`src/rtl/rx_stamp_capture.sv`:
```
module rx_stamp_capture #(
  parameter int DW     = 64,
  parameter int CNT_W  = 32,
  parameter int BYTE_W = 48,
  parameter int TIME_W = 48,
  localparam int BEW   = $clog2(DW/8) + 1
) (
  input  logic              clk,
  input  logic              rst_n,
  input  logic              cap_en,
  input  logic              stats_clr,
  input  logic              in_valid,
  output logic              in_ready,
  input  logic [DW-1:0]     in_data,
  input  logic              in_sop,
  input  logic              in_eop,
  input  logic [BEW-1:0]    in_bytes,
  output logic              out_valid,
  input  logic              out_ready,
  output logic [DW-1:0]     out_data,
  output logic              out_sop,
  output logic              out_eop,
  output logic [BEW-1:0]    out_bytes,
  output logic              out_ts,
  output logic [CNT_W-1:0]  pkt_count,
  output logic [BYTE_W-1:0] byte_count,
  output logic [TIME_W-1:0] cap_time
);

  logic [DW-1:0] ts_cnt, ts_q;
  logic          lock, mode_q, ts_sent;

  wire           eff_mode = lock ? mode_q : cap_en;
  wire [DW-1:0]  eff_ts   = lock ? ts_q : ts_cnt;
  wire           ins      = in_valid & in_sop & eff_mode & ~ts_sent;
  wire           take     = in_valid & in_ready;
  wire           hit      = take & eff_mode;

  assign in_ready  = out_ready & ~ins;
  assign out_valid = in_valid;
  assign out_ts    = ins;
  assign out_data  = ins ? eff_ts : in_data;
  assign out_sop   = in_sop & (ins | ~eff_mode);
  assign out_eop   = in_eop & ~ins;
  assign out_bytes = ins ? BEW'(DW/8) : in_bytes;

  always_ff @(posedge clk or negedge rst_n) begin
    if (!rst_n) ts_cnt <= '0;
    else        ts_cnt <= ts_cnt + 1'b1;
  end

  always_ff @(posedge clk or negedge rst_n) begin
    if (!rst_n) begin
      lock   <= 1'b0;
      mode_q <= 1'b0;
      ts_q   <= '0;
    end else begin
      if (!lock && in_valid && in_sop) begin
        mode_q <= cap_en;
        ts_q   <= ts_cnt;
      end
      if (take && in_eop)               lock <= 1'b0;
      else if (in_valid && in_sop)      lock <= 1'b1;
    end
  end

  always_ff @(posedge clk or negedge rst_n) begin
    if (!rst_n)                 ts_sent <= 1'b0;
    else if (take && in_sop)    ts_sent <= 1'b0;
    else if (ins && out_ready)  ts_sent <= 1'b1;
  end

  always_ff @(posedge clk or negedge rst_n) begin
    if (!rst_n) begin
      pkt_count  <= '0;
      byte_count <= '0;
      cap_time   <= '0;
    end else if (stats_clr) begin
      pkt_count  <= '0;
      byte_count <= '0;
      cap_time   <= '0;
    end else begin
      if (hit && in_eop) pkt_count <= pkt_count + 1'b1;
      if (hit)           byte_count <= byte_count + BYTE_W'(in_eop ? in_bytes : BEW'(DW/8));
      if (cap_en)        cap_time <= cap_time + 1'b1;
    end
  end

  AST_TS_STALL: assert property (@(posedge clk) disable iff (!rst_n)
    ins && !out_ready |=> out_ts && $stable(out_data));
  AST_ONE_TS: assert property (@(posedge clk) disable iff (!rst_n)
    out_valid && out_ready && out_ts |=> !out_ts);
  AST_PKT_STEP: assert property (@(posedge clk) disable iff (!rst_n)
    !stats_clr |=> (pkt_count == $past(pkt_count)) || (pkt_count == $past(pkt_count) + 1'b1));
  AST_BYTE_STEP: assert property (@(posedge clk) disable iff (!rst_n)
    !stats_clr |=> (byte_count >= $past(byte_count)) && (byte_count - $past(byte_count) <= BYTE_W'(8)));
  AST_TIME_RUN: assert property (@(posedge clk) disable iff (!rst_n)
    cap_en && !stats_clr |=> cap_time == $past(cap_time) + 1'b1);
  AST_TIME_HOLD: assert property (@(posedge clk) disable iff (!rst_n)
    !cap_en && !stats_clr |=> $stable(cap_time));
  AST_CLEAR: assert property (@(posedge clk) disable iff (!rst_n)
    stats_clr |=> pkt_count == '0 && byte_count == '0 && cap_time == '0);

endmodule

```
`config.mk`:
```
export PLATFORM = sky130hd
export DESIGN_NAME = rx_stamp_capture
export DESIGN_NICKNAME = d
export VERILOG_FILES = /design/src/rtl/rx_stamp_capture.sv
export SDC_FILE = /design/constraint.sdc
export NUM_CORES = 1
export LEC_CHECK = 0
export BUFFER_PORTS_ARGS = -buffer_cell sky130_fd_sc_hd__buf_2
export CORE_MARGIN = 3
export CORE_UTILIZATION = 55
export DETAILED_ROUTE_END_ITERATION = 10
export PLACE_DENSITY = 0.8
export REMOVE_ABC_BUFFERS = 1
export SYNTH_ARGS = -nofsm -noshare
export SYNTH_HDL_FRONTEND = slang
export SYNTH_SLANG_ARGS = --single-unit
export TNS_END_PERCENT = 50
```
`constraint.sdc`:
```
create_clock -name clk -period 3.67 [get_ports clk]
set_clock_uncertainty 0.1 [all_clocks]
set_input_delay 0.5505 -clock clk [delete_from_list [all_inputs] [get_ports clk]]
set_output_delay 0.5505 -clock clk [all_outputs]
set_load 0.01 [all_outputs]
```
==> impl_metrics.py, run 1 <==
metrics = {
    "run_status": {
        "status": "complete, no violations",
    },
    "yosys": {
        "yosysUniqueCellTypes": 54,
        "synth_common_cells": "259 x dfrtp_1, 170 x nor2_1, 120 x a21oi_1",
        "synthTopCellsByArea": "dfrtp_1 48%, mux2i_1 5.1%, nor2_1 4.7%",
        "synth_most_common_cell": "dfrtp_1",
        "avgSynthCellArea_um2": 9.77,
        "synth.top_cell.area_share_pct": 48.2,
        "ys_ff_latch": 259,
        "synth_area_um2": 13500,
        "synthFlopType": "dfrtp_1",
        "synth_seq_area_share_pct": 48.2,
        "async_reset_ff_share_pct": 100,
        "yosys.area.top_type": "dfrtp_1",
        "synth_cells": 1378,
        "synth_enable_flop_cells": 0,
        "synth_warnings": 0,
    },
    "final_layout": {
        "multi_input_area_um2": 6530,
        "drive_gt1_share_pct": 24.9,
        "fin_cells": 1968,
        "postLayoutCoreUtil_pct": 67.5,
        "fillCellCount": 1868,
        "sequential_cell_area_um2": 6480,
        "nets": 1714,
        "syn2layout_area_growth_pct": 19.2,
    },
    "clock_tree": {
        "cts_tree": "yes",
        "clkSinkCount": 259,
        "htree_levels": 1,
        "clk_pin_slew_ns": 0.06,
        "postCtsSetupBuffers": 0,
        "cts_buffer_depth": 3,
        "clockRootBuffer": "clkbuf_16",
        "worstSkewPairLatency_ns": 0.52,
        "cts_inserted_buffers": 27,
    },
    "drt": {
        "firstDrtPassIters": 5,
        "dr_total_vias": 11200,
        "postRouteAntennaNets": 0,
        "drc_errors": 0,
        "wl_mm": 31.9,
        "via_per_inst": 5.69,
        "first_iter_violations": 1104,
        "routedWlPerCell_um": 16.2,
    },
    "timing": {
        "setup_viol": 0,
        "post-route-min-period_ns": 3.31,
        "rsz0062_at_grt": "no",
        "layout_worst_path_cycle_share_pct": 90.1,
        "hold_violations": 0,
        "tightest_slew_ns": 1.14,
        "relSlewSlack_pct": 23.9,
        "max_freq_mhz": 302,
        "drv_slew": 0,
    },
    "worst_setup_path": {
        "cpPeakStageDelay_ns": 0.48,
        "worstPathArrival_ns": 2.66,
        "r2r_setup_slack_ns": 0.80,
        "worst_path_max_delay_cell": "dfrtp_4",
        "r2r-start": "byte_count[17]",
        "end_kind": "output port",
        "worstReg2RegEnd": "byte_count[43]",
        "crit_type": "flip-flop to output port",
        "cp_cell_sequence": "mux2i_2, nor2_1, and3_4, buf_4, nor2_1, a21oi_1, buf_2",
        "critPathLaunchType": "flip-flop",
        "required_ns": 3.02,
        "reg2regPathDepth": 5,
        "crit_path_max_fanout": 38,
        "cpMostUsedCell": "nor2_1",
    },
    "floorplanning": {
        "pin_count": 277,
        "die_w_um": 162,
        "initial_utilization_pct": 56.7,
        "die_area_um2": 26400,
        "die_y_um": 162,
        "core-area_um2": 23800,
        "num_rows": 56,
    },
    "power_and_ir_drop": {
        "p_leak_nw": 7.70,
        "powerDensity_nw_per_um2": 397,
        "ir_drop_uv": 290,
    },
    "grt": {
        "grt_overflow": 0,
        "grt_usage_pct": 23.8,
        "grt_pass1_vias": 10700,
        "use_met2_pct": 38.3,
        "grt_antenna_before_repair": 2,
        "grt_use_met1_pct": 34.1,
        "grtUsageMet3_pct": 3.81,
        "top_usage_layer": "met2",
        "grt_pass1_wl_mm": 53.1,
        "grt_max_degree": 88,
    },
    "worst_hold_path": {
        "min_from": "out_ready",
        "min_path_type": "input port to flip-flop",
        "whs_path_depth": 2,
        "holdPathEnd": "lock",
    },
    "flow_run": {
        "drv_cap": 0,
    },
    "place": {
        "dp_hpwl_mm": 21.8,
        "place_inst": 1918,
        "gp_congestion": 0.850,
        "portBuffers": 276,
    },
}
[registers in the layout, summed over array words and instances, names as in the netlist]
register and cells:
mode_q 1, ts_q 64, lock 1, pkt_count 32, ts_cnt 64, ts_sent 1
byte_count 48, cap_time 48
[routing by layer]
layer / routed length [um] / part of all wire (%)
met1: 14300 / 45
met2: 14800 / 46
met3: 2100 / 6.6
met4: 676 / 2.1
met5: 29 / 0.091
[cell usage in the layout, fill, tap and decap left out, types with 18 or more instances in the layout]
master	synthesis	layout
buf_2	7	274
dfrtp_1	259	258
nor2_1	170	170
a21oi_1	120	120
nand2_1	72	72
xor2_1	71	71
mux2i_1	69	69
xnor2_1	61	61
nand4_1	56	56
nand3_1	56	56
mux2_2	54	54
o21ai_0	44	44
nor3_1	39	39
inv_1	38	38
or3_1	38	38
clkbuf_16	0	27
or4_1	20	20
nor4_1	18	18
[stage by stage]
stage	power (mW)	instance area, um^2	worst slack (ns)	hold WS, ns	TNS [ns]
after floorplan	3.37	13100	-2.73	0.155	-289.20
after global placement	3.66	15100	0.546	0.361	0
after detailed placement	3.67	15100	0.461	0.373	0
after CTS	6.43	16000	0.316	0.149	0
after global routing	6.62	16000	0.157	0.159	0
final	6.36	16000	0.362	0.172	0
[worst max-delay path, delay by kind of cell, from the launching register on]
family / cells / cell delay (ns)
compound gates: 1 / 0.14
buf+inv: 2 / 0.54
flops: 1 / 0.48
mux: 1 / 0.26
simple gates: 3 / 0.69
[final cells by class]
class / count / area share, %
Multi-Input combinational cell: 1008 / 40.7
Sequential cell: 259 / 40.4
Timing Repair Buffer: 295 / 9.83
Clock buffer: 39 / 4.99
Tap cell: 319 / 2.49
Inverter: 38 / 0.890
Clock inverter: 9 / 0.624
Antenna cell: 1 / 0.0156
[where the power goes]
part / switching, mW / internal (mW)
logic: 0.426 / 0.275
registers: 0.0223 / 2.89
clock network: 1.10 / 1.65
[how the worst max path moves through the flow]
stage	start	to	slack, ns	cells after the start
floorplan	lock	out_bytes[3]	-2.73	4
detailed placement	in_eop	byte_count[28]	0.46	10
global route	lock	out_data[11]	0.16	7
CTS	lock	out_data[11]	0.32	7
global placement	in_eop	byte_count[28]	0.55	10
finish	lock	out_data[10]	0.36	7
[timing repair]
action	CTS	global route
resized for setup	0	0
hold buffers	1	0
endpoints found under the hold margin	60	0
[kinds of logic after synthesis]
kind of cell | count (synthesis) | synth area share (%)
xor+xnor | 132 | 8.59
mux | 126 | 9.92
compound gates | 192 | 7.75
flops | 259 | 48.2
buf+inv | 111 | 3.36
fa+ha+maj | 9 | 0.893
simple gates | 549 | 21.3
(Power assumes the default switching activity.)
==> run 2: changes to the inputs <==
--- a/config.mk
+++ b/config.mk
@@ -8,6 +8,7 @@
 export BUFFER_PORTS_ARGS = -buffer_cell sky130_fd_sc_hd__buf_2
 export CORE_MARGIN = 3
 export CORE_UTILIZATION = 55
+export CTS_BUF_LIST = sky130_fd_sc_hd__clkbuf_4 sky130_fd_sc_hd__clkbuf_8 sky130_fd_sc_hd__clkbuf_16
 export DETAILED_ROUTE_END_ITERATION = 10
 export PLACE_DENSITY = 0.8
 export REMOVE_ABC_BUFFERS = 1
==> run 2 against run 1 <==
Clock power barely moved. Sequential share of layout area barely moved. Critical path depth did not move. Power rose by 0.47%. Global-route usage barely moved. Sequential cell count did not move. Setup slack got worse by 0.0013 ns. Non-clock buffer count did not move. Die area did not move. Via count fell by 0.14%. Design area barely moved. Sequential power barely moved. Largest cell class unchanged. Largest power group unchanged.
==> impl_metrics.py, run 2 (same netlist as run 1, synthesis figures left out) <==
metrics = {
    "run_status": {
        "status": "complete, no violations",
    },
    "final_layout": {
        "fin_cells": 1968,
        "top_regs": "ts_cnt x64, ts_q x64",
        "layout_common_cells": "274 x buf_2, 258 x dfrtp_1, 170 x nor2_1",
        "drive_gt1_share_pct": 25.1,
        "syn2layout_area_growth_pct": 19.3,
        "mostFrequentLayoutCell": "buf_2",
        "fillCellCount": 1864,
        "postLayoutCoreUtil_pct": 67.6,
        "nets": 1714,
    },
    "clock_tree": {
        "postCtsSetupBuffers": 0,
        "cts_resized": 0,
        "cts_buffer_depth": 3,
        "clkSinkCount": 259,
        "htree_levels": 1,
        "cts_inserted_buffers": 27,
        "clk_pin_slew_ns": 0.06,
        "cts_tree": "yes",
        "worstSkewPairLatency_ns": 0.52,
        "clockRootBuffer": "clkbuf_16",
    },
    "worst_setup_path": {
        "worst_path_max_delay_cell": "dfrtp_4",
        "worstPathArrival_ns": 2.66,
        "cpMostUsedCell": "nor2_1",
        "crit_family": "simple AND/OR/NAND/NOR gates",
        "required_ns": 3.02,
        "end_kind": "output port",
        "crit_path_max_fanout": 38,
        "cpPeakStageDelay_ns": 0.48,
        "critPathLaunchType": "flip-flop",
        "cp_cell_sequence": "mux2i_2, nor2_1, and3_4, buf_4, nor2_1, a21oi_1, buf_2",
        "cp.buffers_inverters": 2,
        "crit_type": "flip-flop to output port",
    },
    "floorplanning": {
        "num_rows": 56,
        "initial_utilization_pct": 56.7,
        "die_area_um2": 26400,
        "pin_count": 277,
        "die_w_um": 162,
        "die_y_um": 162,
        "core-area_um2": 23800,
    },
    "timing": {
        "setup_viol": 0,
        "tightest_slew_ns": 1.14,
        "drv_slew": 0,
        "relSlewSlack_pct": 23.8,
        "setup-tns-final_ns": 0,
        "setup_slack_ns": 0.361,
        "fin_hold_ws_ns": 0.174,
        "layout_worst_path_cycle_share_pct": 90.2,
        "max_freq_mhz": 302,
        "hold_violations": 0,
        "rsz0062_at_grt": "no",
        "post-route-min-period_ns": 3.31,
    },
    "grt": {
        "grt_antenna_before_repair": 2,
        "grt_pass1_wl_mm": 53.1,
        "grt_overflow": 0,
        "grt_usage_pct": 23.8,
        "grt_max_degree": 88,
        "grt_pass1_vias": 10700,
    },
    "drt": {
        "dr_total_vias": 11200,
        "postRouteAntennaNets": 0,
        "via_per_inst": 5.68,
        "wl_mm": 31.9,
        "firstDrtPassIters": 5,
        "drc_errors": 0,
        "routedWlPerCell_um": 16.2,
        "first_iter_violations": 1133,
    },
    "place": {
        "dp_hpwl_mm": 21.8,
        "dpl_worst_slack_ns": 0.461,
        "place_inst": 1918,
        "gp_congestion": 0.850,
        "portBuffers": 276,
    },
    "power_and_ir_drop": {
        "pwr-share-comb_pct": 11.0,
        "p_leak_nw": 7.72,
        "powerDensity_nw_per_um2": 398,
        "p_seq_share_pct": 45.5,
        "intPower_mw": 4.84,
        "switchingPower_mw": 1.55,
        "p_clk_share_pct": 43.5,
        "p_sw_share_pct": 24.3,
        "ir_drop_uv": 290,
    },
    "worst_hold_path": {
        "min_path_type": "input port to flip-flop",
    },
    "flow_run": {
        "drv_cap": 0,
    },
}
run 2: final timing paths:
path / startpoint / to / slack [ns] / depth (start not counted)
setup / recovery: lock / out_data[10] / 0.36 / 7
hold / removal: out_ready / lock / 0.17 / 2
setup reg to reg: byte_count[17] / byte_count[43] / 0.80 / 5
hold reg to reg: ts_q[0] / ts_q[0] / 0.39 / 2
max in group asynchronous: rst_n / cap_time[39] / 2.10 / 3
min in group asynchronous: rst_n / byte_count[23] / 0.48 / 2
run 2: repair_timing:
item,CTS,global route
setup endpoints to repair,0,0
hold buffers,1,0
hold endpoints to repair,60,0
run 2: per-layer routing:
metal / vias to the layer above / global-route usage [%] / wire, um
met2: 327 / 38.3 / 14800
met1: 5421 / 34.1 / 14300
met4: 4 / 5.70 / 668
li1: 5372 / - / -
met3: 58 / 3.79 / 2060
met5: - / 0 / 29
run 2: layout make-up:
cell class	instances	area [um^2]	share of cell area, %
Timing Repair Buffer	295	1580	9.82
Multi-Input combinational cell	1008	6530	40.7
Clock buffer	39	816	5.08
Sequential cell	259	6480	40.4
Clock inverter	9	100	0.624
Inverter	38	143	0.889
Antenna cell	1	2.50	0.0156
Tap cell	319	399	2.49
run 2: metrics by stage:
stage | area (um^2) | power, mW
6_report | 16100 | 6.39
5_1_grt | 16000 | 6.65
4_1_cts | 16000 | 6.46
3_5_place_dp | 15100 | 3.67
3_3_place_gp | 15100 | 3.66
2_1_floorplan | 13100 | 3.37
run 2: worst register-to-register path, cell delays in order (launching register included):
cell,delay [ns]
dfrtp_1,0.47
nand4_1,0.38
or3_1,0.63
or3_1,0.54
or4_1,0.53
a21oi_1,0.16
run 2: power groups by stage:
stage	sequential, mW	combinational [mW]	clock (mW)
finish	2.91	0.701	2.78
global route	2.91	0.776	2.96
CTS	2.91	0.712	2.84
detailed placement	2.96	0.706	0
global placement	2.96	0.700	0
floorplan	3.00	0.371	0
==> run 3: changes to the inputs <==
--- a/config.mk
+++ b/config.mk
@@ -6,10 +6,12 @@
 export NUM_CORES = 1
 export LEC_CHECK = 0
 export BUFFER_PORTS_ARGS = -buffer_cell sky130_fd_sc_hd__buf_2
+export CORE_ASPECT_RATIO = 1.75
 export CORE_MARGIN = 3
 export CORE_UTILIZATION = 55
 export CTS_BUF_LIST = sky130_fd_sc_hd__clkbuf_4 sky130_fd_sc_hd__clkbuf_8 sky130_fd_sc_hd__clkbuf_16
 export DETAILED_ROUTE_END_ITERATION = 10
+export MAX_ROUTING_LAYER = met4
 export PLACE_DENSITY = 0.8
 export REMOVE_ABC_BUFFERS = 1
 export SYNTH_ARGS = -nofsm -noshare
==> run 3 against run 2 <==
The run now ends with negative hold slack left. Hold slack got worse by 0.19 ns. Design area fell by 0.34%. Largest cell class unchanged. Highest routed layer is now met4. Sequential power hardly changed. Setup slack improved by 0.051 ns. Power down 2.4%. Utilization fell by 0.99 points. Critical path depth shrank 2.
==> impl_metrics.py, run 3 (same netlist as run 1, synthesis figures left out) <==
metrics = {
    "worst_setup_path": {
        "cpMostUsedCell": "buf_4",
        "cpPeakStageDelay_ns": 0.63,
        "end_kind": "output port",
        "worstPathArrival_ns": 2.61,
        "required_ns": 3.02,
        "worst_path_max_delay_cell": "buf_4",
        "critPathLaunchType": "flip-flop",
        "cp_cell_sequence": "buf_4, buf_4, mux2i_1, a21oi_1, buf_2",
        "crit_type": "flip-flop to output port",
        "crit_path_max_fanout": 36,
    },
    "clock_tree": {
        "htree_levels": 1,
        "cts_inserted_buffers": 24,
        "clkSinkCount": 259,
        "postCtsSetupBuffers": 0,
        "cts_tree": "yes",
        "clockRootBuffer": "clkbuf_16",
        "cts_resized": 0,
        "holdBufCountCts": 0,
        "worstSkewPairLatency_ns": 0.52,
        "cts_buffer_depth": 3,
        "clk_pin_slew_ns": 0.06,
    },
    "run_status": {
        "failed_checks": "negative hold slack",
        "status": "finished with violations",
    },
    "place": {
        "place_inst": 1912,
        "place_area_um2": 15200,
        "dp_hpwl_mm": 22.9,
        "gp_congestion": 0.911,
        "portBuffers": 276,
        "dpl_worst_slack_ns": 0.433,
    },
    "drt": {
        "routedWlPerCell_um": 16.7,
        "first_iter_violations": 671,
        "firstDrtPassIters": 4,
        "dr_total_vias": 11200,
        "postRouteAntennaNets": 0,
        "drc_errors": 0,
        "wl_mm": 32.6,
        "via_per_inst": 5.73,
    },
    "timing": {
        "hold_violations": 5,
        "fin_hold_ws_ns": -0.0181,
        "relSlewSlack_pct": 41.7,
        "setup_viol": 0,
        "tightest_slew_ns": 0.874,
        "max_freq_mhz": 307,
        "rsz0062_at_grt": "no",
        "post-route-min-period_ns": 3.26,
        "layout_worst_path_cycle_share_pct": 88.8,
        "setup_slack_ns": 0.412,
        "drv_slew": 0,
    },
    "grt": {
        "grt_overflow": 0,
        "grt_max_degree": 109,
        "grt_usage_pct": 24.4,
        "grt_pass1_vias": 10900,
        "grt_pass1_wl_mm": 53.3,
        "grt_antenna_before_repair": 0,
    },
    "final_layout": {
        "antenna_cells": 0,
        "nets": 1715,
        "layout_common_cells": "274 x buf_2, 258 x dfrtp_1, 170 x nor2_1",
        "fin_cells": 1955,
        "top_regs": "ts_cnt x64, ts_q x64",
        "mostFrequentLayoutCell": "buf_2",
        "drive_gt1_share_pct": 25.1,
        "final_cell_area_um2": 16000,
        "syn2layout_area_growth_pct": 18.9,
    },
    "floorplanning": {
        "pin_count": 277,
        "die_y_um": 213,
        "die_area_um2": 26500,
        "num_rows": 75,
        "initial_utilization_pct": 56.0,
        "die_w_um": 124,
        "core-area_um2": 24000,
    },
    "power_and_ir_drop": {
        "power.total_mw": 6.24,
        "powerDensity_nw_per_um2": 390,
        "p_leak_nw": 7.70,
        "ir_drop_uv": 330,
    },
    "worst_hold_path": {
        "min_path_type": "input port to async pin",
    },
    "flow_run": {
        "drv_cap": 0,
    },
}
## run 3: cell types whose count changed in the layout (fill, tap and decap cells not counted), sizes merged
cell | previous run | this run
clkinv | 5 | 9
bufinv | 2 | 3
dlygate4sd3 | 1 | 0
buf | 294 | 299
diode | 1 | 0
clkbuf | 39 | 29
## run 3: area by class of cell
cell class | instances | area, um^2
fillers | 1918 | 8030
clock inverters | 14 | 150
flip-flops and latches | 259 | 6480
clock buffers | 29 | 674
well taps | 308 | 385
inverters | 38 | 143
multi-input cells | 1008 | 6530
repair buffers | 299 | 1630
## run 3: final timing paths
path	startpoint	to	slack (ns)	depth (start not counted)
hold / removal	rst_n	ts_q[5]	-0.02	1
setup / recovery	lock	out_data[12]	0.41	5
setup reg to reg	byte_count[0]	byte_count[28]	0.91	8
min in group clk	out_ready	lock	0.20	2
hold reg to reg	ts_q[27]	ts_q[27]	0.38	2
max in group asynchronous	rst_n	ts_q[24]	2.56	2
## run 3: stage by stage
stage | hold slack (ns) | util, % | setup TNS [ns]
global route | 0.0354 | 66.6 | 0
finish | -0.0181 | 66.6 | 0
floorplan | 0.155 | - | -289.20
global placement | 0.362 | 63.2 | 0
CTS | 0.0358 | 66.6 | 0
detailed placement | 0.370 | 63.2 | 0
## run 3: routing by layer
| layer | vias to the layer above | global-route usage [%] | wire (um) |
|---|---|---|---|
| met5 | - | - | 0 |
| met4 | 0 | 7.04 | 662 |
| met3 | 50 | 2.58 | 1570 |
| met2 | 328 | 44.7 | 17600 |
| met1 | 5476 | 28.4 | 12700 |
| li1 | 5343 | - | - |
## run 3: where the power goes
part	internal, mW	switching, mW	total, mW	leakage (nW)
registers	2.89	0.0234	2.91	3.58
clock network	1.52	1.09	2.61	0.412
logic	0.282	0.431	0.712	3.71
total	4.69	1.55	6.24	7.70
## run 3: critical path: cells and delay by family (launching register included)
family                 cells  cell delay, ns
buffers and inverters      3            1.22
DFF                        1            0.42
muxes                      1            0.33
AOI/OAI and AO/OA          1            0.10
